<file path="src/rtl/fpu_status_reg.sv">
module fpu_status_reg (
  input  logic        clk,
  input  logic        rst_n,
  input  logic        sw_we,
  input  logic [31:0] sw_wdata,
  output logic [31:0] sw_rdata,
  input  logic        upd_valid,
  input  logic        upd_neg,
  input  logic        upd_zero,
  input  logic        upd_is_cmp,
  input  logic        upd_unord,
  input  logic        upd_cvt_ovf,
  input  logic        upd_inexact,
  input  logic        upd_invalid,
  input  logic        upd_ovf,
  input  logic        upd_unf,
  input  logic        upd_dz,
  input  logic        wr_fault,
  input  logic        restart,
  output logic [1:0]  round_mode,
  output logic        exc_req,
  output logic        restart_reexec,
  output logic        restart_store
);
  logic [1:0] rm_q;
  logic       neg_q, zero_q, cvt_q, inx_q, ctx_q, unord_q, wf_q;
  logic [4:0] mask_q;
  logic       inv_q, ovf_q, unf_q, dz_q, wfen_q;
  logic [4:0] sticky;
  logic       wf_set, wf_clr;

  assign sticky = {inv_q, ovf_q, unf_q, dz_q, inx_q};
  assign wf_set = wr_fault & wfen_q;
  assign wf_clr = restart & wf_q;

  always_ff @(posedge clk or negedge rst_n) begin
    if (!rst_n) begin
      rm_q <= 2'b00; neg_q <= 1'b0; zero_q <= 1'b0; cvt_q <= 1'b0;
      inx_q <= 1'b0; ctx_q <= 1'b0; unord_q <= 1'b0; wf_q <= 1'b0;
      mask_q <= 5'd0; inv_q <= 1'b0; ovf_q <= 1'b0; unf_q <= 1'b0;
      dz_q <= 1'b0; wfen_q <= 1'b0;
    end else if (sw_we) begin
      rm_q    <= sw_wdata[23:22];
      neg_q   <= sw_wdata[21];
      zero_q  <= sw_wdata[20];
      cvt_q   <= sw_wdata[19];
      inx_q   <= sw_wdata[18];
      ctx_q   <= sw_wdata[17];
      unord_q <= sw_wdata[16];
      wf_q    <= sw_wdata[15];
      mask_q  <= sw_wdata[14:10];
      inv_q   <= sw_wdata[9];
      ovf_q   <= sw_wdata[8];
      unf_q   <= sw_wdata[7];
      dz_q    <= sw_wdata[6];
      wfen_q  <= sw_wdata[0];
    end else begin
      if (upd_valid) begin
        neg_q  <= upd_neg;
        zero_q <= upd_zero;
        cvt_q  <= cvt_q | upd_cvt_ovf;
        inx_q  <= inx_q | upd_inexact;
        inv_q  <= inv_q | upd_invalid;
        ovf_q  <= ovf_q | upd_ovf;
        unf_q  <= unf_q | upd_unf;
        dz_q   <= dz_q  | upd_dz;
        ctx_q  <= 1'b1;
        if (upd_is_cmp) unord_q <= upd_unord;
      end
      if (wf_set)      wf_q <= 1'b1;
      else if (wf_clr) wf_q <= 1'b0;
    end
  end

  always_ff @(posedge clk or negedge rst_n) begin
    if (!rst_n) exc_req <= 1'b0;
    else        exc_req <= |(mask_q & sticky);
  end

  assign sw_rdata = {8'd0, rm_q, neg_q, zero_q, cvt_q, inx_q, ctx_q, unord_q,
                     wf_q, mask_q, inv_q, ovf_q, unf_q, dz_q, 5'd0, wfen_q};
  assign round_mode     = rm_q;
  assign restart_reexec = restart & ~wf_q;
  assign restart_store  = restart & wf_q;
endmodule


</file>
<file path="config.mk">
export PLATFORM = sky130hd
export DESIGN_NAME = fpu_status_reg
export DESIGN_NICKNAME = d
export VERILOG_FILES = /design/src/rtl/fpu_status_reg.sv
export SDC_FILE = /design/constraint.sdc
export NUM_CORES = 1
export LEC_CHECK = 0
export ABC_AREA = 1
export BUFFER_PORTS_ARGS = -buffer_cell sky130_fd_sc_hd__clkbuf_2
export CAP_MARGIN = 20
export CORE_MARGIN = 4
export CORE_UTILIZATION = 44
export CTS_BUF_LIST = sky130_fd_sc_hd__clkbuf_2
export CTS_CLUSTER_DIAMETER = 200
export DETAILED_ROUTE_END_ITERATION = 7
export PLACE_DENSITY = 0.83
export SLEW_MARGIN = 40
export SYNTH_ARGS = -nofsm -noshare
export SYNTH_HDL_FRONTEND = slang
export SYNTH_SLANG_ARGS = --single-unit
</file>
<file path="constraint.sdc">
create_clock -name clk -period 1.4 [get_ports clk]
set_input_delay 0.07 -clock clk [delete_from_list [all_inputs] [get_ports clk]]
set_output_delay 0.07 -clock clk [all_outputs]
set_load 0.1 [all_outputs]
</file>
==> impl_summary.txt <==
----------------------------------------------------
[Die]
  Starting utilization of the core area ... 46.0%
  Die height ... between 50 and 60 um
  Die Area ... 3440 sq um
  Die Span X ... 58.6 um
  Std-Cell Core Area ... 2450 sq um
  Number of ports placed on the die boundary ... 85
  Number of rows in the core area ... 18

[CTS]
  TritonCTS sink count ... 20
  Depth of the CTS H-tree ... 1
  Number of buffers on the longest clock path ... 2
  Clock network latency to the later pin of the worst-skew pair ... 0.30 ns
  CTS tree ... built
  Post CTS Setup Buffer Count ... 0
  Number of clock buffers inserted by TritonCTS ... 3
  Root cell of the clock tree ... clkbuf_2
  Clock transition at the register clock pins on the worst setup and hold paths after CTS ... 0.18 ns

[Synthesis]
  Proportion of synthesized chip area in sequential cells ... roughly 44%
  Number of warning messages in the yosys log ... 0
  Distinct cells, synth ... 13
  Mean instance size in the synthesized netlist ... 7.57 sq um
  Seq cells post-synth ... 20
  Synthesized area ... 1130 sq um
  Gate count after technology mapping ... 149

[Placed design]
  Worst slack at placement ... 0.400 ns
  Number of buffers inserted by port buffering ... 58
  Sum of net half-perimeters after detailed placement ... approximately 1800 um
  Cell area after placement ... ~1300 sq um
  GPL Wtd Cong ... 0.717

[Worst setup path]
  CP required ... approximately 1.6 ns
  Crit path capture type ... register
  Worst r2r src ... inx_q$_DFFE_PN0P_
  Length in cells of the worst reg-to-reg path ... 3
  CP Class ... reg -> reg
  Startpoint kind of the worst setup timing path ... register
  Register-to-Register Setup Slack ... 0.13 ns
  Crit Path Max Fanout ... 3
  FF-to-FF End ... inx_q$_DFFE_PN0P_
  Arrival @ worst endpoint ... 1.49 ns

[Pwr]
  Maximum VDD drop ... 0.847 mV
  Leak pwr ... 0.879 nW
  Ratio of total power to cell area ... 1200 nW/um^2

[Hold path]
  Worst hold path class ... in -> reg
  Count of cells along the worst hold path ... 4
  Min-Delay Endpoint ... unord_q$_DFFE_PN0P_
  Hold wc startpoint ... upd_is_cmp

[STA]
  Worst-case setup margin in the final layout ... 0.125 ns
  Total count of hold-check failures in the final report ... 0
  Number of setup violations in the final report ... 0
  Setup TNS after final layout ... 0 ns
  Final setup skew ... 0.00417 ns
  Worst slew pin tran ... approximately 0.55 ns
  Highest clock rate ... 785 MHz
  Rel. slew slack ... 63.5%
  Tcrit/Tclk final ... between 90% and 100%
  Worst hold slack ... 0.0335 ns
  Final number of max-transition violations ... 0
  Setup repair after global routing missed its margin ... false
  Tmin final ... 1.27 ns

[Layout]
  Largest register by flop count ... mask_q
  Layout-stage area growth over the synthesis result ... 34.3%
  Total inserted antenna cells ... 0
  Final Core Density ... roughly 62%
  Commonest non-fill, non-tap cell in the layout ... clkbuf_2
  Commonest cells after routing, fill and taps aside ... clkbuf_2 (59), nand2_1 (57), dlygate4sd3_1 (22)
  Final net count ... 263
  Fraction of final layout cells sized beyond drive strength 1 ... a little under a third
  Cell area after layout ... 1520 sq um
  Flip-flop count of the largest register, all copies and words added ... 5
  Fillers ... 238

[Global route]
  Number of antenna violations at the first check in global routing ... 0
  Global-route wire length before repair ... 4390 um
  Largest net degree at the start of global routing ... 22
  Total gr overflow ... 0
  Vias in the first global route ... 1029
  Total global-route track usage ... 16.8%

[Routing]
  Number of vias per cell after detailed routing ... 4.34
  Initial DRC count ... 58
  Detail-routed net length per standard cell ... 11.0 um
  DRC viols ... 0
  ANT nets after route ... 0
  Detailed-router iteration count before antenna repair ... 4
  Total Routed Length ... 2690 um
  Overall via count from detail_route ... 1060

[Job]
  Reported max-cap violation count ... 0

[Status]
  Outcome ... complete, no violations

----------------------------------------------------
==> metrics by stage <==
| step | cells | power [mW] |
|---|---|---|
| after detailed placement | 218 | 1.55 |
| after CTS | 244 | 1.84 |
| after floorplan | 161 | 1.49 |
| after global routing | 244 | 1.92 |
| final | 244 | 1.82 |
| after global placement | 218 | 1.54 |
==> area by class of cell <==
class / count / area, sq um / share of cell area [%]
clock buffers: 3 / 15.0 / 0.991
clock inverters: 1 / 3.75 / 0.248
inverters: 9 / 33.8 / 2.23
multi-input cells: 100 / 399 / 26.3
flip-flops and latches: 20 / 503 / 33.2
well taps: 30 / 37.5 / 2.48
repair buffers: 81 / 523 / 34.5
==> per-layer routing <==
metal	vias up	global-route usage, %	wire [um]
met5	-	0	0
met4	0	6.80	26
met3	4	3.51	222
met2	43	31.6	1450
met1	476	18.0	990
li1	537	-	-
==> kinds of logic after synthesis <==
kind of cell,Yosys count,synth area share (%)
simple gates,81,28.2
buf+inv,41,24.5
flops,20,44.3
compound gates,6,2.66
other cells,1,0.332
==> worst max-delay path by stage <==
| stage | from | to | slack (ns) | cells past startpoint |
|---|---|---|---|---|
| 2_1_floorplan | wf_q$_DFFE_PN0P_ | restart_reexec | 0.13 | 1 |
| 3_3_place_gp | wf_q$_DFFE_PN0P_ | restart_store | 0.41 | 3 |
| 3_5_place_dp | wf_q$_DFFE_PN0P_ | restart_store | 0.40 | 3 |
| 4_1_cts | wf_q$_DFFE_PN0P_ | restart_store | 0.01 | 3 |
| 5_1_grt | wf_q$_DFFE_PN0P_ | sw_rdata[15] | 0.02 | 1 |
| 6_report | inx_q$_DFFE_PN0P_ | inx_q$_DFFE_PN0P_ | 0.13 | 3 |
==> critical path, stage by stage, from the launching register on <==
cell           delay (ns)
dfrtp_1              0.44
nor2_1               0.11
a21oi_1              0.08
dlygate4sd3_1        0.56
==> power breakdown <==
| part | leakage [nW] | switching, mW | total [mW] | internal [mW] |
|---|---|---|---|---|
| Combinational | 0.636 | 0.760 | 0.924 | 0.165 |
| Clock | 0.0140 | 0.167 | 0.229 | 0.0621 |
| Sequential | 0.229 | 0.0388 | 0.671 | 0.632 |
| Total | 0.879 | 0.965 | 1.82 | 0.859 |
==> cells in the mapped netlist (all sizes together) <==
library cell  instances  area share [%]
nor2                 20             7.3
nand3                 3             1.3
inv                   9             3.0
dfrtp                20              44
buf                  32              22
conb                  1            0.33
nand2                57              19
a21oi                 6             2.7
nand4                 1            0.55
==> what timing repair did <==
action                                  4_1_cts  5_1_grt
hold buffers                                 22        0
endpoints found under the setup margin        0        1
endpoints found under the hold margin        35        0
gates resized for setup                       0        2
Note: power is estimated with default switching activity, not from simulation.
